===== src/rtl/ndram_pkg.sv =====
package ndram_pkg;

  localparam int PHASE_W = 3;
  localparam int NIB_W   = 4;
  localparam int BYTE_W  = 2 * NIB_W;

  typedef logic [PHASE_W-1:0] phase_t;

  localparam phase_t PH_FIRST   = phase_t'(0);
  localparam phase_t PH_LAST    = phase_t'((1 << PHASE_W) - 1);
  localparam phase_t PH_HALF    = phase_t'(1 << (PHASE_W - 1));
  localparam phase_t PH_CAP_LO  = phase_t'(4);
  localparam phase_t PH_WE_OPEN = phase_t'(2);

  typedef enum logic [1:0] {
    SEL_ROW,
    SEL_COL_EVEN,
    SEL_COL_ODD
  } addr_sel_e;

  // row strobe low everywhere except the precharge phase
  function automatic logic row_strobe_on(input phase_t p);
    return p != PH_FIRST;
  endfunction

  // two column pulses: phases 3-4 and 6-7
  function automatic logic col_strobe_on(input phase_t p);
    return (p == phase_t'(3)) || (p == phase_t'(4)) ||
           (p == phase_t'(6)) || (p == phase_t'(7));
  endfunction

  function automatic addr_sel_e addr_sel(input phase_t p);
    if (p <= phase_t'(1))      return SEL_ROW;
    else if (p <= phase_t'(4)) return SEL_COL_EVEN;
    else                       return SEL_COL_ODD;
  endfunction

  function automatic logic we_window(input phase_t p);
    return p >= PH_WE_OPEN;
  endfunction

endpackage


===== src/rtl/ndram_rst_sync.sv =====
module ndram_rst_sync (
  input  logic clk,
  input  logic rst_n,
  output logic rst_s_n
);

  logic stage_q;
  logic hold_q;

  always_ff @(posedge clk or negedge rst_n) begin
    if (!rst_n) begin
      stage_q <= 1'b0;
      hold_q  <= 1'b0;
    end else begin
      stage_q <= 1'b1;
      hold_q  <= stage_q;
    end
  end

  assign rst_s_n = hold_q;

endmodule


===== src/rtl/ndram_phase_ctr.sv =====
module ndram_phase_ctr
  import ndram_pkg::*;
(
  input  logic   clk,
  input  logic   rst_s_n,
  output phase_t phase_q,
  output phase_t phase_d
);

  logic advance;

  always_comb begin
    advance = 1'b1;
    phase_d = phase_q;
    if (advance) phase_d = phase_q + phase_t'(1);
  end

  always_ff @(posedge clk or negedge rst_s_n) begin
    if (!rst_s_n) phase_q <= PH_FIRST;
    else          phase_q <= phase_d;
  end

endmodule


===== src/rtl/ndram_cpu_phase.sv =====
module ndram_cpu_phase
  import ndram_pkg::*;
#(
  parameter int BYTE_AW = 15
) (
  input  logic               clk,
  input  logic               rst_s_n,
  input  phase_t             phase_q,
  input  logic [BYTE_AW-1:0] cpu_addr_i,
  input  logic               cpu_rnw_i,
  input  logic               cpu_rom_i,
  input  logic [BYTE_W-1:0]  cpu_wdata_i,
  output logic               phi_q,
  output logic [BYTE_AW-1:0] addr_d,
  output logic [BYTE_W-1:0]  wdata_d,
  output logic               wr_slot_d,
  output logic               rd_slot_q
);

  logic               phi_d;
  logic               fall_ev;
  logic               rise_ev;
  logic [BYTE_AW-1:0] addr_q;
  logic [BYTE_W-1:0]  wdata_q;
  logic               rnw_q, rnw_d;
  logic               rom_q, rom_d;

  always_comb begin
    fall_ev = phi_q && (phase_q == PH_LAST);
    rise_ev = !phi_q && (((phase_q == PH_LAST) && !rom_q) ||
                         ((phase_q == PH_HALF - phase_t'(1)) && rom_q));
    phi_d   = phi_q;
    addr_d  = addr_q;
    wdata_d = wdata_q;
    rnw_d   = rnw_q;
    rom_d   = rom_q;
    if (fall_ev) begin
      phi_d   = 1'b0;
      addr_d  = cpu_addr_i;
      wdata_d = cpu_wdata_i;
      rnw_d   = cpu_rnw_i;
      rom_d   = cpu_rom_i;
    end else if (rise_ev) begin
      phi_d   = 1'b1;
    end
    wr_slot_d = !phi_d && !rom_d && !rnw_d;
    rd_slot_q = !phi_q && !rom_q && rnw_q;
  end

  always_ff @(posedge clk or negedge rst_s_n) begin
    if (!rst_s_n) begin
      phi_q   <= 1'b0;
      addr_q  <= '0;
      wdata_q <= '0;
      rnw_q   <= 1'b1;
      rom_q   <= 1'b1;
    end else begin
      phi_q   <= phi_d;
      addr_q  <= addr_d;
      wdata_q <= wdata_d;
      rnw_q   <= rnw_d;
      rom_q   <= rom_d;
    end
  end

  // the CPU clock falls only at a slot start
  a_r6_fall_at_slot_start: assert property (@(posedge clk) disable iff (!rst_s_n)
    $fell(phi_q) |-> (phase_q == PH_FIRST));

  // a RAM low phase ends at a slot boundary
  a_r6_ram_rise_at_slot_start: assert property (@(posedge clk) disable iff (!rst_s_n)
    ($rose(phi_q) && !rom_q) |-> (phase_q == PH_FIRST));

  // a ROM low phase ends mid-slot
  a_r7_rom_rise_mid_slot: assert property (@(posedge clk) disable iff (!rst_s_n)
    ($rose(phi_q) && rom_q) |-> (phase_q == PH_HALF));

  // captured access fields move only with the CPU clock fall
  a_r8_capture_only_on_fall: assert property (@(posedge clk) disable iff (!rst_s_n)
    !$fell(phi_q) |-> ($stable(addr_q) && $stable(rnw_q) && $stable(rom_q)));

endmodule


===== src/rtl/ndram_strobe_gen.sv =====
module ndram_strobe_gen
  import ndram_pkg::*;
#(
  parameter  int DRAM_AW = 8,
  localparam int BYTE_AW = 2 * DRAM_AW - 1
) (
  input  logic               clk,
  input  logic               rst_s_n,
  input  phase_t             phase_d,
  input  logic [BYTE_AW-1:0] addr_d,
  input  logic [BYTE_W-1:0]  wdata_d,
  input  logic               wr_slot_d,
  output logic               ras_n_q,
  output logic               cas_n_q,
  output logic               we_n_q,
  output logic [DRAM_AW-1:0] dram_addr_q,
  output logic [NIB_W-1:0]   dram_wdata_q
);

  logic               ras_n_d, cas_n_d, we_n_d;
  logic [DRAM_AW-1:0] dram_addr_d;
  logic [NIB_W-1:0]   dram_wdata_d;
  logic [DRAM_AW-1:0] row_addr;
  logic [DRAM_AW-2:0] col_base;
  addr_sel_e          sel;

  always_comb begin
    row_addr     = addr_d[BYTE_AW-1 -: DRAM_AW];
    col_base     = addr_d[DRAM_AW-2:0];
    sel          = addr_sel(phase_d);
    ras_n_d      = !row_strobe_on(phase_d);
    cas_n_d      = !col_strobe_on(phase_d);
    we_n_d       = !(wr_slot_d && we_window(phase_d));
    dram_wdata_d = wdata_d[NIB_W-1:0];
    unique case (sel)
      SEL_ROW:      dram_addr_d = row_addr;
      SEL_COL_EVEN: dram_addr_d = {col_base, 1'b0};
      default: begin
        dram_addr_d  = {col_base, 1'b1};
        dram_wdata_d = wdata_d[BYTE_W-1:NIB_W];
      end
    endcase
  end

  always_ff @(posedge clk or negedge rst_s_n) begin
    if (!rst_s_n) begin
      ras_n_q      <= 1'b1;
      cas_n_q      <= 1'b1;
      we_n_q       <= 1'b1;
      dram_addr_q  <= '0;
      dram_wdata_q <= '0;
    end else begin
      ras_n_q      <= ras_n_d;
      cas_n_q      <= cas_n_d;
      we_n_q       <= we_n_d;
      dram_addr_q  <= dram_addr_d;
      dram_wdata_q <= dram_wdata_d;
    end
  end

  // precharge lasts exactly one cycle
  a_r2_precharge_one_cycle: assert property (@(posedge clk) disable iff (!rst_s_n)
    $rose(ras_n_q) |=> $fell(ras_n_q));

  // column strobe only inside the row strobe
  a_r3_cas_inside_ras: assert property (@(posedge clk) disable iff (!rst_s_n)
    !cas_n_q |-> !ras_n_q);

  // each column pulse is at least two cycles
  a_r3_cas_two_cycles: assert property (@(posedge clk) disable iff (!rst_s_n)
    $fell(cas_n_q) |=> !cas_n_q);

  // address settled across the row strobe fall
  a_r4_addr_stable_at_ras: assert property (@(posedge clk) disable iff (!rst_s_n)
    $fell(ras_n_q) |-> $stable(dram_addr_q));

  // address settled across each column strobe fall
  a_r4_addr_stable_at_cas: assert property (@(posedge clk) disable iff (!rst_s_n)
    $fell(cas_n_q) |-> $stable(dram_addr_q));

  // write enable leads the column strobe
  a_r9_we_before_cas: assert property (@(posedge clk) disable iff (!rst_s_n)
    $fell(we_n_q) |-> cas_n_q);

endmodule


===== src/rtl/ndram_nibble_cap.sv =====
module ndram_nibble_cap
  import ndram_pkg::*;
(
  input  logic              clk,
  input  logic              rst_s_n,
  input  phase_t            phase_q,
  input  logic              rd_slot_q,
  input  logic [NIB_W-1:0]  dram_rdata_i,
  output logic [BYTE_W-1:0] rdata_q,
  output logic              rvalid_q
);

  logic [NIB_W-1:0]  lo_q, lo_d;
  logic [BYTE_W-1:0] rdata_d;
  logic              rvalid_d;
  logic              lo_en, hi_en;

  always_comb begin
    lo_en    = rd_slot_q && (phase_q == PH_CAP_LO);
    hi_en    = rd_slot_q && (phase_q == PH_LAST);
    lo_d     = lo_q;
    rdata_d  = rdata_q;
    rvalid_d = 1'b0;
    if (lo_en) lo_d = dram_rdata_i;
    if (hi_en) begin
      rdata_d  = {dram_rdata_i, lo_q};
      rvalid_d = 1'b1;
    end
  end

  always_ff @(posedge clk or negedge rst_s_n) begin
    if (!rst_s_n) begin
      lo_q     <= '0;
      rdata_q  <= '0;
      rvalid_q <= 1'b0;
    end else begin
      lo_q     <= lo_d;
      rdata_q  <= rdata_d;
      rvalid_q <= rvalid_d;
    end
  end

  // valid is a single-cycle pulse
  a_r5_valid_single_cycle: assert property (@(posedge clk) disable iff (!rst_s_n)
    rvalid_q |=> !rvalid_q);

  // valid lands in the first phase of the next slot
  a_r5_valid_at_slot_start: assert property (@(posedge clk) disable iff (!rst_s_n)
    rvalid_q |-> (phase_q == PH_FIRST));

endmodule


===== src/rtl/nibble_pair_dram_seq.sv =====
module nibble_pair_dram_seq
  import ndram_pkg::*;
#(
  parameter  int DRAM_AW = 8,
  localparam int BYTE_AW = 2 * DRAM_AW - 1
) (
  input  logic               clk,
  input  logic               rst_n,
  input  logic [BYTE_AW-1:0] cpu_addr_i,
  input  logic               cpu_rnw_i,
  input  logic               cpu_rom_i,
  input  logic [7:0]         cpu_wdata_i,
  output logic               cpu_clk_o,
  output logic [DRAM_AW-1:0] dram_addr_o,
  output logic               dram_ras_n_o,
  output logic               dram_cas_n_o,
  output logic               dram_we_n_o,
  output logic [3:0]         dram_wdata_o,
  input  logic [3:0]         dram_rdata_i,
  output logic [7:0]         rdata_o,
  output logic               rdata_valid_o
);

  logic               rst_s_n;
  phase_t             phase_q, phase_d;
  logic [BYTE_AW-1:0] addr_d;
  logic [BYTE_W-1:0]  wdata_d;
  logic               wr_slot_d;
  logic               rd_slot_q;

  ndram_rst_sync u_rst (
    .clk     (clk),
    .rst_n   (rst_n),
    .rst_s_n (rst_s_n)
  );

  ndram_phase_ctr u_phase (
    .clk     (clk),
    .rst_s_n (rst_s_n),
    .phase_q (phase_q),
    .phase_d (phase_d)
  );

  ndram_cpu_phase #(.BYTE_AW(BYTE_AW)) u_cpu (
    .clk         (clk),
    .rst_s_n     (rst_s_n),
    .phase_q     (phase_q),
    .cpu_addr_i  (cpu_addr_i),
    .cpu_rnw_i   (cpu_rnw_i),
    .cpu_rom_i   (cpu_rom_i),
    .cpu_wdata_i (cpu_wdata_i),
    .phi_q       (cpu_clk_o),
    .addr_d      (addr_d),
    .wdata_d     (wdata_d),
    .wr_slot_d   (wr_slot_d),
    .rd_slot_q   (rd_slot_q)
  );

  ndram_strobe_gen #(.DRAM_AW(DRAM_AW)) u_strobe (
    .clk          (clk),
    .rst_s_n      (rst_s_n),
    .phase_d      (phase_d),
    .addr_d       (addr_d),
    .wdata_d      (wdata_d),
    .wr_slot_d    (wr_slot_d),
    .ras_n_q      (dram_ras_n_o),
    .cas_n_q      (dram_cas_n_o),
    .we_n_q       (dram_we_n_o),
    .dram_addr_q  (dram_addr_o),
    .dram_wdata_q (dram_wdata_o)
  );

  ndram_nibble_cap u_cap (
    .clk          (clk),
    .rst_s_n      (rst_s_n),
    .phase_q      (phase_q),
    .rd_slot_q    (rd_slot_q),
    .dram_rdata_i (dram_rdata_i),
    .rdata_q      (rdata_o),
    .rvalid_q     (rdata_valid_o)
  );

  // write enable only while the CPU clock is low
  a_r9_we_in_low_phase: assert property (@(posedge clk) disable iff (!rst_s_n)
    !dram_we_n_o |-> !cpu_clk_o);

  // read data is reported in the high phase following a RAM read
  a_r10_valid_in_high_phase: assert property (@(posedge clk) disable iff (!rst_s_n)
    rdata_valid_o |-> cpu_clk_o);

endmodule


===== config.mk =====
export PLATFORM = sky130hd
export DESIGN_NAME = nibble_pair_dram_seq
export DESIGN_NICKNAME = d
export VERILOG_FILES = /design/src/rtl/ndram_pkg.sv /design/src/rtl/ndram_rst_sync.sv /design/src/rtl/ndram_phase_ctr.sv /design/src/rtl/ndram_cpu_phase.sv /design/src/rtl/ndram_strobe_gen.sv /design/src/rtl/ndram_nibble_cap.sv /design/src/rtl/nibble_pair_dram_seq.sv
export SDC_FILE = /design/constraint.sdc
export NUM_CORES = 1
export LEC_CHECK = 0
export BUFFER_PORTS_ARGS = -buffer_cell sky130_fd_sc_hd__buf_2
export CORE_UTILIZATION = 57
export CTS_CLUSTER_DIAMETER = 150
export DETAILED_ROUTE_END_ITERATION = 7
export PLACE_DENSITY = 0.84
export SYNTH_ARGS = -nofsm -noshare
export SYNTH_HDL_FRONTEND = slang
export SYNTH_SLANG_ARGS = --single-unit

===== constraint.sdc =====
create_clock -name clk -period 3.7 [get_ports clk]
set_input_delay 0.37 -clock clk [delete_from_list [all_inputs] [get_ports clk]]
set_output_delay 0.37 -clock clk [all_outputs]
set_load 0.05 [all_outputs]

After elaboration in Yosys (flattened, before gate mapping)
Cells that the tools add are included.

word-level totals
  register bits after elaboration = 59
  latch bits = 0
  memory bits (writable) = 0
  memory bits (read-only) = 0
  input bits = 31
  output and inout port bits = 25
  logic and storage cells = 65
  memories kept = 0

cells by class
  $add $sub $neg = 1
  $mul = 0
  divide/modulo/power cells = 0
  magnitude comparators = 3
  equal/unequal tests = 8
  shift-type cells = 0
  muxes and demuxes = 11
  bitwise logic cells = 0
  reduce and logical (&&, ||, !) cells = 26

operators by type and width
  kind                   count
  $pmux W8 S2            1
  $eq A3 B3 Y1 const B   5
  $mux W15               1
  $logic_and A1 B1 Y1    11
  $logic_not A1 Y1       8
  $mux W8                1
  $eq A3 B2 Y1 const B   2
  $mux W1                5
  $logic_or A1 B1 Y1     4
  $mux W2                2
  $mux W4                1
  $add A3 B1 Y3 const B  1
  $ge A3 B2 Y1 const B   1
  $le A3 B1 Y1 const B   1
  $le A3 B3 Y1 const B   1
  $reduce_bool A3 Y1     1
  $eq A2 B1 Y1 const B   1
  $logic_not A2 Y1       1
  $reduce_or A2 Y1       1

Depth between registers and ports, before layout
  word-level depth = 11
  mapped depth = 6
  gate-level depth less buffers = 5

Hierarchy
Synthesis repeated with hierarchy kept, for this count alone.

unflattened totals
  cell total of the unflattened synthesis = 132
  area, all modules = 2,324.7 µm²

by module, submodules not included
  module            times used  cells each  area an instance (µm²)  seq. area each (µm²)
  ndram_cpu_phase   1           63          1,102.3                 653.1
  ndram_strobe_gen  1           32          575.6                   379.1
  ndram_nibble_cap  1           28          493.0                   325.3
  ndram_phase_ctr   1           6           100.1                   75.1
  ndram_rst_sync    1           3           53.8                    50.0

Worst setup path before layout
Ideal clock, no wire load.

  path kind = register to register
  start point = register u_phase.phase_q[0]
  end point = register u_cpu.addr_q[14]
  library setup time = 0.125 ns
  arrival = 1.880 ns
  data required time = 3.575 ns
  path slack = 1.696 ns
  cell stages (with the launch flop) = 7
  buffers on the path = 2
  clock period less this slack = 2.004 ns
  path through = dfrtp_1 > ha_1 > ha_1 > nand2_2 > buf_2 > buf_2 > mux2_2

on the way
  cells in the longest elaborated chain, start to end = 3

ends and longest elaborated chain
  what                    RTL line                    text
  start, declared         ndram_phase_ctr.sv:6        output phase_t phase_q,
  start signal, assigned  ndram_phase_ctr.sv:20       else phase_q <= phase_d;
  $eq A3 B3 Y1            ndram_cpu_phase.sv:29       fall_ev = phi_q && (phase_q == PH_LAST);
  $logic_and A1 B1 Y1     ndram_cpu_phase.sv:29
  $mux W15                ndram_cpu_phase.sv:37       if (fall_ev) begin
  via addr_d[14]          nibble_pair_dram_seq.sv:26  logic [BYTE_AW-1:0] addr_d;
  end signal, assigned    ndram_cpu_phase.sv:59       addr_q <= addr_d;
  end, declared           ndram_cpu_phase.sv:23       logic [BYTE_AW-1:0] addr_q;

The timed path passes the listed nets, and every way through them passes these cells.
A chain may end at the register's enable or synchronous reset.

Final worst setup path
  start point = register u_phase.phase_q[0]
  end point = register u_strobe.dram_addr_q[2]

on the way
  cells in the longest elaborated chain, start to end = 6
  elaborated cells on any way between the ends = 11
  those cells by class = 1 x add/sub; 2 x order compare; 2 x eq/ne; 4 x mux; 2 x reduce/logical

ends and longest elaborated chain
  what                                              RTL line                text
  $add A3 B1 Y3                                     ndram_phase_ctr.sv:15   if (advance) phase_d = phase_q + phase_t'(1);
  $le A3 B3 Y1                                      ndram_pkg.sv:34         else if (p <= phase_t'(4)) return SEL_COL_EVEN;
  $mux W2                                           ndram_pkg.sv:34
  $mux W2                                           ndram_pkg.sv:33         if (p <= phase_t'(1)) return SEL_ROW;
  $eq A2 B1 Y1 or $logic_not A2 Y1 (tied branches)  ndram_strobe_gen.sv:35  unique case (sel)
  $pmux W8 S2 *                                     ndram_strobe_gen.sv:35
  via u_strobe.dram_addr_d[2]                       ndram_strobe_gen.sv:21  logic [DRAM_AW-1:0] dram_addr_d;
  end signal, assigned                              ndram_strobe_gen.sv:56  dram_addr_q <= dram_addr_d;
  end, declared                                     ndram_strobe_gen.sv:16  output logic [DRAM_AW-1:0] dram_addr_q,

The timed path passes the listed nets; every way through them passes the cells marked *.

==> summary.txt <==
Leading cell types in the layout, fill and taps excluded = 55 x buf_2, 53 x dfrtp_1, 36 x mux2_2, 11 x clkbuf_8, 8 x mux4_2
Commonest non-fill, non-tap cell in the layout = buf_2
Crit-path cells = ha_1 > ha_1 > a221o_1 > mux4_2
Antenna violations before repair = 0
Area Overhead vs Synth = 21.0%
CP arrival = 2.42 ns
Worst hold endpoint = u_cpu.addr_q[7]
Worst Hold Launch = cpu_addr_i[7]
Synth warnings = 0
Avg Synthesized Cell Area = 17.2 um2
Slew Viols, Final = 0
Largest net degree at the start of global routing = 58
CP most frequent cell = ha_1
Tcrit/Tclk final = 0.602
Cell Pwr Density = 588 nW/um2
CTS Buffer Depth = 2
Fin nets = 242
Fin. Hold Viols = 0
Fin Setup TNS = 0 ns
Resized cells post-CTS = 0
Worst r2r src = u_phase.phase_q[0]
Die W = 66.9 um
R2R Setup Slk = 1.47 ns
First-pass DRT Iterations = 4
Clock skew = 0.00489 ns
Core area = 4030 um2
Critical setup path kind = flop to flop
Worst EP required = 3.90 ns
CTS buffer count = 9
Die Ht = 66.9 um
# rows = 23
Hold_buf cts = 1
Syn Inst Count = 140
Synthesized Nets = 178
Number of remaining DRC errors = 0
Final WL = 4120 um
Proportion of layout cells with a drive suffix above 1 = 0.584
CTS HTree Levels = 3
CP startpoint kind = flop
Detailed-route wire length per cell = 15.9 um
Routability Congestion = 0.746
Synth top area share = 0.563
Unrepaired setup endpoints after global routing = no
Worst-path maximum fanout = 8
Initial Util = 0.596
Hold Path Class = primary input to flop
Final ANT Viol Nets = 0
Yosys cell types = 22
Placed insts = 242
Worst setup path startpoint = u_phase.phase_q[0]
CTS tree = yes
Crit path largest cell delay = 0.58 ns
Worst-case vdd ir drop = 0.000414 V
DPL Wire Length = 2930 um
Worst Max-Slew Pin Slew = 0.681 ns
Via density = 5.42
Worst hold path depth = 3
R2r endpoint = u_strobe.dram_addr_q[2]
Fmax = 449 MHz
Leak = 0.00143 uW
Root Buffer = clkbuf_8
Vias in the first global route = 1432
Ranking of synthesized cells by area = dfrtp_1 56%, mux2_2 17%, mux4_2 7.5%
Final Instance Count excl. Fillers = 259
Total die area = 4480 um2
# setup viols final = 0
Diode count = 0
I/O pin cnt = 56
Total power = 1710 uW
Clock Sinks = 59
Via count = 1403
Crit-path slowest cell = mux4_2
DR iter-0 viols = 97
GRT overflow = 0
Cell Area, Synth = 2400 um2
Clk Latency, worst-skew pair = 0.33 ns
Worst rel slew slack = 0.541
Critical path endpoint category = flop
Outcome = completed
Fin crit period = 2.23 ns
Post-CTS setup repair buffer count = 0
PortBufs = 55
R2r worst-path depth = 4
First-pass GRT wire length = 6470 um
Register bit total from synthesis = 59
Post-synth top area cell = dfrtp_1
Max-cap violations = 0
Total GRT Usage = 0.212
Clk slew on worst S/H paths = 0.06 ns
Sequential area share after synthesis = 0.617
Fillers = 288
logic make-up (layout without fill, tap and decap cells):
family,after synthesis,count (layout),synth area share
buf+inv,11,80,0.0224
compound gates,4,4,0.0115
other cells,1,1,0.00156
flops,59,59,0.617
simple gates,8,8,0.0198
mux,50,50,0.291
fa+ha+maj,7,7,0.0365
synthesized netlist by cell type (all sizes together):
master and count:
mux4 11, mux2 37, nor3 1, o21a 1, conb 1, nand2 1
a221o 1, nor2 2, dfrtp 54, buf 5, inv 6, ha 7
mux2i 2, o21ai 2, dfstp 5, nor2b 1, and3 1, and4 1
or4 1
report_power, final:
| group | leakage [uW] | internal (uW) | switching (uW) |
|---|---|---|---|
| clock | 0.0000905 | 278 | 231 |
| sequential | 0.000710 | 767 | 54.4 |
| combinational | 0.000627 | 135 | 245 |
critical path: cells and delay by family, from the launching register on:
| kind | cells | cell delay, ns |
|---|---|---|
| flip-flops | 1 | 0.45 |
| multiplexers | 1 | 0.58 |
| adder cells (fa/ha/maj) | 2 | 0.61 |
| AO/OA/AOI/OAI | 1 | 0.46 |
metrics by stage:
stage	hold WS, ns	area [um2]	setup slack [ns]	util
6_report	0.262	2910	1.47	0.722
5_1_grt	0.261	2910	1.35	0.722
4_1_cts	0.250	2910	1.44	0.722
3_5_place_dp	0.156	2730	1.44	0.676
3_3_place_gp	0.154	2730	1.54	0.676
2_1_floorplan	0.0744	2400	1.70	-
sequential cells by signal, summed over array words and instances (netlist names), 3 cells and up:
name / count
u_phase.phase_q: 3
u_strobe.dram_addr_q: 8
u_cpu.wdata_q: 8
u_cpu.addr_q: 15
u_cap.lo_q: 4
u_cap.rdata_q: 8
u_strobe.dram_wdata_q: 4
worst max-delay path by stage:
stage                                         end  slack, ns  cells past startpoint
final                     u_strobe.dram_addr_q[2]       1.47                      4
after global routing      u_strobe.dram_addr_q[3]       1.35                      4
after CTS                 u_strobe.dram_addr_q[6]       1.44                      4
after detailed placement  u_strobe.dram_addr_q[2]       1.44                      4
after global placement    u_strobe.dram_addr_q[1]       1.54                      4
after floorplan                  u_cpu.addr_q[14]       1.70                      6
cell type report:
| class | count | area, um2 | area share |
|---|---|---|---|
| Sequential cell | 59 | 1480 | 0.510 |
| Tap cell | 50 | 62.6 | 0.0215 |
| Clock inverter | 2 | 10.0 | 0.00344 |
| Clock buffer | 14 | 163 | 0.0559 |
| Multi-Input combinational cell | 70 | 866 | 0.298 |
| Inverter | 6 | 22.5 | 0.00775 |
| Timing Repair Buffer | 58 | 300 | 0.103 |
metal layers:
layer / global-route usage / vias up / share of wire
li1: - / 635 / -
met1: 0.234 / 713 / 0.39
met2: 0.357 / 45 / 0.53
met3: 0.0634 / 10 / 0.053
met4: 0.128 / 0 / 0.019
met5: 0 / - / 0
Note: power is estimated with default switching activity, not from simulation.
